`src/rtl/pdg_pkg.sv`:
```
package pdg_pkg;

    typedef enum logic [2:0] {
        CMD_ACT = 3'd0,
        CMD_PRE = 3'd1,
        CMD_RD  = 3'd2,
        CMD_WR  = 3'd3,
        CMD_WRA = 3'd4,
        CMD_REF = 3'd5,
        CMD_MRS = 3'd6,
        CMD_NOP = 3'd7
    } pdg_cmd_e;

    localparam int TCKE_FLOOR   = 3;
    localparam int TXP_FLOOR    = 3;
    localparam int TXPDLL_FLOOR = 10;
    localparam int RD_EXTRA     = 5;
    localparam int BURST_LONG   = 4;
    localparam int BURST_CHOP   = 2;

endpackage

```
`src/rtl/pdg_entry_calc.sv`:
```
module pdg_entry_calc #(
    parameter int LW = 6,
    parameter int CW = 8
) (
    input  logic          cmd_valid,
    input  logic [2:0]    cmd_type,
    input  logic [LW-1:0] cfg_rl,
    input  logic [LW-1:0] cfg_wl,
    input  logic [LW-1:0] cfg_wr,
    input  logic [CW-1:0] cfg_twr_ck,
    input  logic [CW-1:0] cfg_tmod,
    input  logic          cfg_bc4_fixed,
    output logic          arm,
    output logic [CW-1:0] arm_val
);
    import pdg_pkg::*;

    localparam int SW = CW + 2;
    localparam logic [SW-1:0] SAT = SW'({CW{1'b1}});

    logic [SW-1:0] rl_x, wl_x, wr_x, twr_x, tmod_x, burst_x, sum_d, sat_d;

    always_comb begin
        rl_x    = SW'(cfg_rl);
        wl_x    = SW'(cfg_wl);
        wr_x    = SW'(cfg_wr);
        twr_x   = SW'(cfg_twr_ck);
        tmod_x  = SW'(cfg_tmod);
        burst_x = cfg_bc4_fixed ? SW'(BURST_CHOP) : SW'(BURST_LONG);
        arm     = cmd_valid;
        unique case (pdg_cmd_e'(cmd_type))
            CMD_RD:  sum_d = rl_x + SW'(RD_EXTRA);
            CMD_WR:  sum_d = wl_x + burst_x + twr_x;
            CMD_WRA: sum_d = wl_x + burst_x + wr_x + SW'(1);
            CMD_MRS: sum_d = (tmod_x == '0) ? SW'(1) : tmod_x;
            CMD_NOP: begin
                sum_d = SW'(1);
                arm   = 1'b0;
            end
            default: sum_d = SW'(1);
        endcase
        sat_d   = (sum_d > SAT) ? SAT : sum_d;
        arm_val = CW'(sat_d - SW'(1));
    end

endmodule

```
`src/rtl/pdg_countdown.sv`:
```
module pdg_countdown #(
    parameter int W = 8
) (
    input  logic         clk,
    input  logic         rst_n,
    input  logic         load,
    input  logic [W-1:0] load_val,
    output logic [W-1:0] cnt,
    output logic         zero
);
    logic [W-1:0] cnt_d, cnt_q, dec_d;

    always_comb begin
        dec_d = (cnt_q == '0) ? '0 : cnt_q - W'(1);
        cnt_d = (load && load_val > dec_d) ? load_val : dec_d;
    end

    always_ff @(posedge clk or negedge rst_n) begin
        if (!rst_n) cnt_q <= '0;
        else        cnt_q <= cnt_d;
    end

    assign cnt  = cnt_q;
    assign zero = (cnt_q == '0);

endmodule

```
`src/rtl/pd_timing_guard.sv`:
```
module pd_timing_guard #(
    parameter int LW  = 6,
    parameter int CW  = 8,
    parameter int PDW = 16
) (
    input  logic           clk,
    input  logic           rst_n,
    input  logic           cmd_valid,
    input  logic [2:0]     cmd_type,
    input  logic           cke,
    input  logic [LW-1:0]  cfg_rl,
    input  logic [LW-1:0]  cfg_wl,
    input  logic [LW-1:0]  cfg_wr,
    input  logic [CW-1:0]  cfg_twr_ck,
    input  logic [CW-1:0]  cfg_tmod,
    input  logic [CW-1:0]  cfg_tcke_ck,
    input  logic [CW-1:0]  cfg_txp_ck,
    input  logic [CW-1:0]  cfg_txpdll_ck,
    input  logic           cfg_bc4_fixed,
    input  logic           cfg_dll_frozen,
    input  logic [PDW-1:0] cfg_pd_max,
    output logic           pd_entry_ok,
    output logic           pd_exit_ok,
    output logic           cmd_ok,
    output logic           cmd_dll_ok,
    output logic           force_exit
);
    import pdg_pkg::*;

    typedef struct packed {
        logic           cke;
        logic [CW-1:0]  lvl;
        logic [PDW-1:0] pdc;
    } state_t;

    state_t st_d, st_q;

    logic          ent_arm, ent_zero, xp_zero, xpdll_zero, rise;
    logic [CW-1:0] ent_val, ent_cnt, xp_cnt, xpdll_cnt;
    logic [CW-1:0] tcke_eff, txp_eff, txpdll_eff, xp_val, xpdll_val;
    logic          cke_q;

    pdg_entry_calc #(.LW(LW), .CW(CW)) u_calc (
        .cmd_valid     (cmd_valid),
        .cmd_type      (cmd_type),
        .cfg_rl        (cfg_rl),
        .cfg_wl        (cfg_wl),
        .cfg_wr        (cfg_wr),
        .cfg_twr_ck    (cfg_twr_ck),
        .cfg_tmod      (cfg_tmod),
        .cfg_bc4_fixed (cfg_bc4_fixed),
        .arm           (ent_arm),
        .arm_val       (ent_val)
    );

    pdg_countdown #(.W(CW)) u_ent (
        .clk(clk), .rst_n(rst_n), .load(ent_arm), .load_val(ent_val),
        .cnt(ent_cnt), .zero(ent_zero)
    );

    pdg_countdown #(.W(CW)) u_xp (
        .clk(clk), .rst_n(rst_n), .load(rise), .load_val(xp_val),
        .cnt(xp_cnt), .zero(xp_zero)
    );

    pdg_countdown #(.W(CW)) u_xpdll (
        .clk(clk), .rst_n(rst_n), .load(rise), .load_val(xpdll_val),
        .cnt(xpdll_cnt), .zero(xpdll_zero)
    );

    always_comb begin
        tcke_eff   = (cfg_tcke_ck   < CW'(TCKE_FLOOR))   ? CW'(TCKE_FLOOR)   : cfg_tcke_ck;
        txp_eff    = (cfg_txp_ck    < CW'(TXP_FLOOR))    ? CW'(TXP_FLOOR)    : cfg_txp_ck;
        txpdll_eff = (cfg_txpdll_ck < CW'(TXPDLL_FLOOR)) ? CW'(TXPDLL_FLOOR) : cfg_txpdll_ck;
        xp_val     = txp_eff - CW'(1);
        xpdll_val  = (cfg_dll_frozen ? txpdll_eff : txp_eff) - CW'(1);
        rise       = cke && !st_q.cke;

        st_d     = st_q;
        st_d.cke = cke;
        if (cke != st_q.cke)        st_d.lvl = CW'(1);
        else if (st_q.lvl != '1)    st_d.lvl = st_q.lvl + CW'(1);
        if (cke)                    st_d.pdc = '0;
        else if (st_q.cke)          st_d.pdc = PDW'(1);
        else if (st_q.pdc != '1)    st_d.pdc = st_q.pdc + PDW'(1);
    end

    always_ff @(posedge clk or negedge rst_n) begin
        if (!rst_n) begin
            st_q.cke <= 1'b1;
            st_q.lvl <= '1;
            st_q.pdc <= '0;
        end else begin
            st_q <= st_d;
        end
    end

    assign cke_q       = st_q.cke;
    assign pd_entry_ok = st_q.cke && ent_zero && (st_q.lvl >= tcke_eff);
    assign pd_exit_ok  = !st_q.cke && (st_q.lvl >= tcke_eff);
    assign cmd_ok      = st_q.cke && xp_zero;
    assign cmd_dll_ok  = st_q.cke && xpdll_zero;
    assign force_exit  = !st_q.cke &&
                         ({1'b0, st_q.pdc} + (PDW+1)'(1) >= {1'b0, cfg_pd_max});

endmodule


```
`config.mk`:
```
export PLATFORM = sky130hd
export DESIGN_NAME = pd_timing_guard
export DESIGN_NICKNAME = d
export VERILOG_FILES = /design/src/rtl/pdg_pkg.sv /design/src/rtl/pdg_entry_calc.sv /design/src/rtl/pdg_countdown.sv /design/src/rtl/pd_timing_guard.sv
export SDC_FILE = /design/constraint.sdc
export NUM_CORES = 1
export LEC_CHECK = 0
export BUFFER_PORTS_ARGS = -buffer_cell sky130_fd_sc_hd__buf_2
export CORE_MARGIN = 4
export CORE_UTILIZATION = 45
export CTS_BUF_LIST = sky130_fd_sc_hd__clkbuf_8
export DETAILED_ROUTE_END_ITERATION = 10
export GPL_ROUTABILITY_DRIVEN = 0
export PLACE_DENSITY = 0.66
export SYNTH_ARGS = -nofsm -noshare
export SYNTH_HDL_FRONTEND = slang
export SYNTH_HIERARCHICAL = 1
export SYNTH_SLANG_ARGS = --single-unit
```
`constraint.sdc`:
```
create_clock -name clk -period 6.4 [get_ports clk]
set_clock_uncertainty 0.1 [all_clocks]
set_input_delay 0.32 -clock clk [delete_from_list [all_inputs] [get_ports clk]]
set_output_delay 0.32 -clock clk [all_outputs]
set_load 0.05 [all_outputs]
```
# Word level (Yosys, flattened, before mapping)

Cells that the tools add are included.
Widths: inputs -> output; s select.

Register bits: 49
Bits of input ports: 83
Output and inout port bits: 5
Word-level logic and storage cells: 74

Add/sub/neg operators: 14
$lt $le $gt $ge: 9
Equal/unequal tests: 8
Mux-type cells: 20
Reduce and logical (&&, ||, !) cells: 17

Operator list:

| kind                  | number |
|---|---|
| $mux 8                | 14 |
| $mux 16               | 3 |
| $sub 8x1->8 const B   | 6 |
| $pmux 10 s4           | 1 |
| $logic_not 8->1       | 4 |
| $gt 8x8->1            | 3 |
| $add 16x1->17 const B | 1 |
| $ge 17x16->1          | 1 |
| $add 16x1->16 const B | 1 |
| $lt 8x2->1 const B    | 2 |
| $ne 16x16->1 const B  | 1 |
| $add 10x1->10 const B | 1 |
| $add 10x6->10         | 1 |
| $add 10x8->10         | 1 |
| $add 6x10->10         | 1 |
| $gt 10x8->1 const B   | 1 |
| $logic_and 1x1->1     | 10 |
| $eq 3x3->1 const B    | 3 |
| $add 8x1->8 const B   | 1 |
| $ge 8x8->1            | 1 |
| $lt 8x4->1 const B    | 1 |
| $ne 8x8->1 const B    | 1 |
| $add 6x3->7 const B   | 1 |
| $eq 3x2->1 const B    | 2 |
| other kinds (6)       | 6 |

# Logic depth before layout (Yosys ltp)

Word-level depth: 11
Gate-level depth with buffers: 20
Depth with buffers taken out: 20

# Hierarchy

The synthesis kept the hierarchy.

Modules (own cells, without submodules):

| module          | instances | cells each | area each (sq um) |
|---|---|---|---|
| pd_timing_guard | 1         | 269        | 2413.6 |
| pdg_countdown   | 3         | 72         | 694.4 |
| pdg_entry_calc  | 1         | 166        | 1266.2 |

# Least setup slack after synthesis

No wires, ideal clock.

Path type: input port to flip-flop
Start point: in cfg_wl[1]
End point: reg u_ent.cnt_q[0] (netlist: u_ent/cnt[0])
Setup time: 0.125 ns
Arrival: 4.076 ns
Data required time: 6.175 ns
Slack: 2.099 ns
Cell stages on the path: 17
Path buffers: 0
Cells stage by stage: ha_1 -> inv_1 -> fa_1 -> nor2_1 -> xor2_1 -> ha_1 -> a21o_1 -> a21oi_1 -> o22ai_4 -> o21bai_1 -> a211o_1 -> nor3_2 -> xnor2_1 -> ha_1 -> nand4_1 -> o2111ai_2 -> mux2_2

Longest elaborated chain between the ends: 10
Elaborated cells between the ends (all ways): 11
Those cells by class: add/sub (5); order compare (2); mux (3); reduce/logical (1)

RTL lines:

| element                  | RTL line                                   | source |
|---|---|---|
| from (decl)              | pd_timing_guard.sv:12                      | `input logic [LW-1:0] cfg_wl,` |
| $add 6x10->10 *          | pdg_entry_calc.sv:33, pdg_entry_calc.sv:34 |  |
| $add 10x6->10            | pdg_entry_calc.sv:34                       | `CMD_WRA: sum_d = wl_x + burst_x + wr_x + SW'(1);` |
| $add 10x1->10            | pdg_entry_calc.sv:34                       |  |
| $pmux 10 s4 *            | pdg_entry_calc.sv:31                       | `unique case (pdg_cmd_e'(cmd_type))` |
| $gt 10x8->1              | pdg_entry_calc.sv:42                       | `sat_d = (sum_d > SAT) ? SAT : sum_d;` |
| $mux 8 *                 | pdg_entry_calc.sv:42                       |  |
| $sub 8x1->8 *            | pdg_entry_calc.sv:43                       | `arm_val = CW'(sat_d - SW'(1));` |
| named net ent_val[7]     | pd_timing_guard.sv:39                      | `logic [CW-1:0] ent_val, ent_cnt, xp_cnt, xpdll_cnt;` |
| $gt 8x8->1 *             | pdg_countdown.sv:15                        | `cnt_d = (load && load_val > dec_d) ? load_val : dec_d;` |
| $logic_and 1x1->1 *      | pdg_countdown.sv:15                        |  |
| $mux 8 *                 | pdg_countdown.sv:15                        |  |
| named net u_ent.cnt_d[0] | pdg_countdown.sv:11                        | `logic [W-1:0] cnt_d, cnt_q, dec_d;` |
| to (signal assigned)     | pdg_countdown.sv:20                        | `else cnt_q <= cnt_d;` |
| to (decl)                | pdg_countdown.sv:11                        |  |

Mark *: on every way through the listed nets, which the timed path passes. The rest lies on a longest branch.
A chain may end at the register's enable or synchronous reset.

# Worst setup path in the final report

Start point: in cfg_bc4_fixed
End point: reg u_ent.cnt_q[0] (netlist: u_ent/cnt[0])

Longest elaborated chain between the ends: 11
Elaborated cells between the ends (all ways): 12
Those cells by class: add/sub (5); order compare (2); mux (4); reduce/logical (1)

RTL lines:

| element                  | RTL line                                   | source |
|---|---|---|
| from (decl)              | pd_timing_guard.sv:19                      | `input logic cfg_bc4_fixed,` |
| $mux 3 *                 | pdg_entry_calc.sv:29                       | `burst_x = cfg_bc4_fixed ? SW'(BURST_CHOP) : SW'(BURST_LONG);` |
| $add 6x10->10 *          | pdg_entry_calc.sv:33, pdg_entry_calc.sv:34 |  |
| $add 10x6->10            | pdg_entry_calc.sv:34                       |  |
| $add 10x1->10            | pdg_entry_calc.sv:34                       |  |
| $pmux 10 s4 *            | pdg_entry_calc.sv:31                       |  |
| $gt 10x8->1              | pdg_entry_calc.sv:42                       |  |
| $mux 8 *                 | pdg_entry_calc.sv:42                       |  |
| $sub 8x1->8 *            | pdg_entry_calc.sv:43                       |  |
| named net ent_val[7]     | pd_timing_guard.sv:39                      |  |
| $gt 8x8->1 *             | pdg_countdown.sv:15                        |  |
| $logic_and 1x1->1 *      | pdg_countdown.sv:15                        |  |
| $mux 8 *                 | pdg_countdown.sv:15                        |  |
| named net u_ent.cnt_d[0] | pdg_countdown.sv:11                        |  |

Marked as above.

==> results.toml <==
[clock_network]
cts_root_buffer = "clkbuf_8"
ctsHtreeMaxLevel = 2
cts_made_buffers = 5
cts_tree = "yes"
hold_buffers = 0
cts_buffer_depth = 2
cts.repair.resized = 0
clock_sinks = 49
clkLatencyLatePin_ns = 0.30
clkTransAtPathRegs_ns = 0.08
cts_setup_buffers = 0

[sta]
fin_crit_sh = 0.705
finalHoldViolations = 0
relSlewSlack = 0.268
worstMarginPinSlew_ns = 1.10
slew_viol_final = 0
rsz0062_at_grt = "no"
finalSetupTns_ns = 0
setup_violations = 0
finalCriticalPeriod_ns = 4.51
fmax_mhz = 222

[drt]
vias_per_cell = 5.61
routed_wl_um = 13100
dr.pass1.iters = 5
drtIter0Drc = 228
vias = 5059
ant_nets = 0
drc = 0
wire_per_inst_um = 14.6

[outcome]
status = "complete, no violations"

[synth]
synth-seq-cells = 49
synthArstFlopShare = 1.00
synth-main-ff-cell = "dfrtp_1"
syn_avg_cell_area_um2 = 8.85
syn_area_um2 = 5760
synthCells = 651
syn-num-nets = 817
synth-seq-area-share = 0.215
yosys_warnings = 6
synth_edf_count = 0
yosys.cell_types.count = 81

[power_and_ir_drop]
p_leak_nw = 3.24
power.total_mw = 1.52
power_density_nw_per_um2 = 237
ir_drop_uv = 111

[setup_path]
required_ns = 6.48
worstPathArrival_ns = 4.60
r2r-end = "u_xpdll/cnt[0]"
rrSetupSlack_ns = 3.35
worst_setup_path_end_kind = "flop"
criticalPathCategory = "primary input to flop"
worstSetupStartpointType = "primary input"
critPathMaxFanout = 8
regToRegStartpoint = "u_xpdll/cnt[0]"
rr_worst_depth = 11

[place]
dp_hpwl_um = 10900
portBuffers = 87

[final_layout]
fillers = 1188
fin_nets = 895
diodes = 0
drive_gt1_frac = 0.207
area_delta_synth_final_pct = 11.3

[die]
start_util = 0.459
num_rows = 41
die_area_um2 = 14700
ioPinCount = 88
core_area_um2 = 12600
die_w_um = 121
die_h_um = 121

[min_path]
hold_path_end = "cke_q"
hp-start = "cke"
worstHoldPathType = "primary input to flop"
hold_depth = 1

[global_routing]
grt_pass1_wl_um = 22300
grt-ovfl-total = 0
grt_pass1_vias = 5086
grtUsageTotal = 0.179
grt_max_degree = 50
antenna_found_initial = 0

[job]
drv_cap = 0
[worst max-delay path by stage]
| stage | startpoint | end | slack, ns | depth (start not counted) |
|---|---|---|---|---|
| detailed placement | cfg_bc4_fixed | u_ent/cnt[0] | 1.56 | 18 |
| global route | cfg_bc4_fixed | u_ent/cnt[0] | 1.59 | 18 |
| CTS | cfg_bc4_fixed | u_ent/cnt[0] | 1.88 | 18 |
| global placement | cfg_bc4_fixed | u_ent/cnt[0] | 1.73 | 18 |
| floorplan | cfg_wl[1] | u_ent/cnt[0] | 2.10 | 17 |
| finish | cfg_bc4_fixed | u_ent/cnt[0] | 1.89 | 18 |
[sequential cells by signal, summed over array words and instances (netlist names)]
signal	count
st_q	24
u_xpdll/cnt	8
u_xp/cnt	8
cke_q	1
u_ent/cnt	8
[layout by cell type, fill, tap and decap left out, types with 5 or more instances in the layout]
cell      instances
clkbuf_8          5
and3_1            5
o211ai_1          6
xnor2_1          27
buf_2            87
nor3_1           22
nor2_1           40
nand4_1          17
a21oi_1          31
o21a_1            7
nand3_1          15
nand2_1          32
dfstp_2           9
nor2b_1           5
nor3b_1           5
mux2i_1          31
a211oi_1          6
o21ai_0           5
or3_4             6
inv_1            74
nand2b_1         12
nor3_2            5
a21o_1           10
ha_1             80
xor2_1           26
or2_1             9
a32o_1           14
dfrtp_1          40
nand3b_1          5
[layout make-up]
cell class | count | area (um2) | area share
Inverter | 75 | 282 | 0.0439
Tap cell | 172 | 215 | 0.0335
Clock inverter | 3 | 18.8 | 0.00293
Multi-Input combinational cell | 511 | 4160 | 0.648
Timing Repair Buffer | 87 | 435 | 0.0679
Clock buffer | 5 | 68.8 | 0.0107
Sequential cell | 49 | 1240 | 0.193
[power breakdown]
part	internal (mW)	switching [mW]	leakage, nW
clock	0.0756	0.105	0.0416
sequential	0.399	0.0895	0.590
combinational	0.392	0.459	2.61
total	0.867	0.654	3.24
[Yosys cell counts (4+ instances only)]
| cell type | n | area, um2 |
|---|---|---|
| nand4_1 | 17 | 106 |
| or2_1 | 9 | 56.3 |
| dfrtp_1 | 40 | 1000 |
| o211ai_1 | 6 | 45.0 |
| nor2_1 | 40 | 150 |
| o21a_1 | 7 | 52.6 |
| nand3b_1 | 5 | 37.5 |
| o31ai_1 | 4 | 30.0 |
| a21o_1 | 10 | 75.1 |
| clkbuf_1 | 6 | 22.5 |
| or3_4 | 6 | 67.6 |
| and3_1 | 5 | 31.3 |
| dfstp_2 | 9 | 236 |
| nor3_2 | 5 | 50.1 |
| ha_1 | 80 | 1000 |
| and2_1 | 4 | 25.0 |
| a311oi_1 | 4 | 35.0 |
| nor3_1 | 22 | 110 |
| a21oi_1 | 31 | 155 |
| mux2i_1 | 31 | 310 |
| nand2_1 | 32 | 120 |
| buf_2 | 6 | 30.0 |
| a211oi_1 | 6 | 45.0 |
| xnor2_1 | 27 | 236 |
| nand3_1 | 15 | 75.1 |
| nor3b_1 | 5 | 37.5 |
| inv_1 | 73 | 274 |
| a21oi_2 | 4 | 35.0 |
| a32o_1 | 14 | 140 |
| nor2b_1 | 5 | 31.3 |
| nand2b_1 | 12 | 75.1 |
| xor2_1 | 26 | 228 |
| o21ai_0 | 5 | 25.0 |
| o21ai_1 | 4 | 20.0 |
[stage by stage]
stage	instances	setup WS, ns	cell area [um2]	hold slack [ns]	utilization
2_1_floorplan	651	2.10	5760	-0.0756	-
3_3_place_gp	894	1.73	6330	0.371	0.503
3_5_place_dp	894	1.56	6330	0.374	0.503
4_1_cts	902	1.88	6410	0.0530	0.510
5_1_grt	902	1.59	6410	0.0453	0.510
6_report	902	1.89	6410	0.0669	0.510
[routing by layer]
layer  vias up  track usage  part of all wire
met3        23       0.0228             0.036
met5         -            0                 0
met2       110        0.334              0.52
li1       2510            -                 -
met4         0       0.0427             0.017
met1      2416        0.218              0.43
[critical path, cell delays in order]
cell       delay [ns]
buf_2            0.12
ha_1             0.17
inv_1            0.05
fa_1             0.40
nor2_1           0.16
xor2_1           0.27
ha_1             0.32
a21o_1           0.19
a21oi_1          0.25
o22ai_4          0.14
o21bai_1         0.17
a211o_1          0.29
nor3_2           0.21
xnor2_1          0.11
ha_1             0.34
nand4_1          0.14
o2111ai_2        0.55
mux2_2           0.40
[logic make-up after synthesis]
group | count (synthesis) | synth area share
xor gates and xnor gates | 53 | 0.0805
muxes | 36 | 0.0649
DFF | 49 | 0.215
buffers and inverters | 91 | 0.0638
AOI/OAI and AO/OA | 130 | 0.177
adders and majority gates | 83 | 0.184
and+or+nand+nor | 209 | 0.215
No activity file was read; power rests on OpenSTA's default activity.
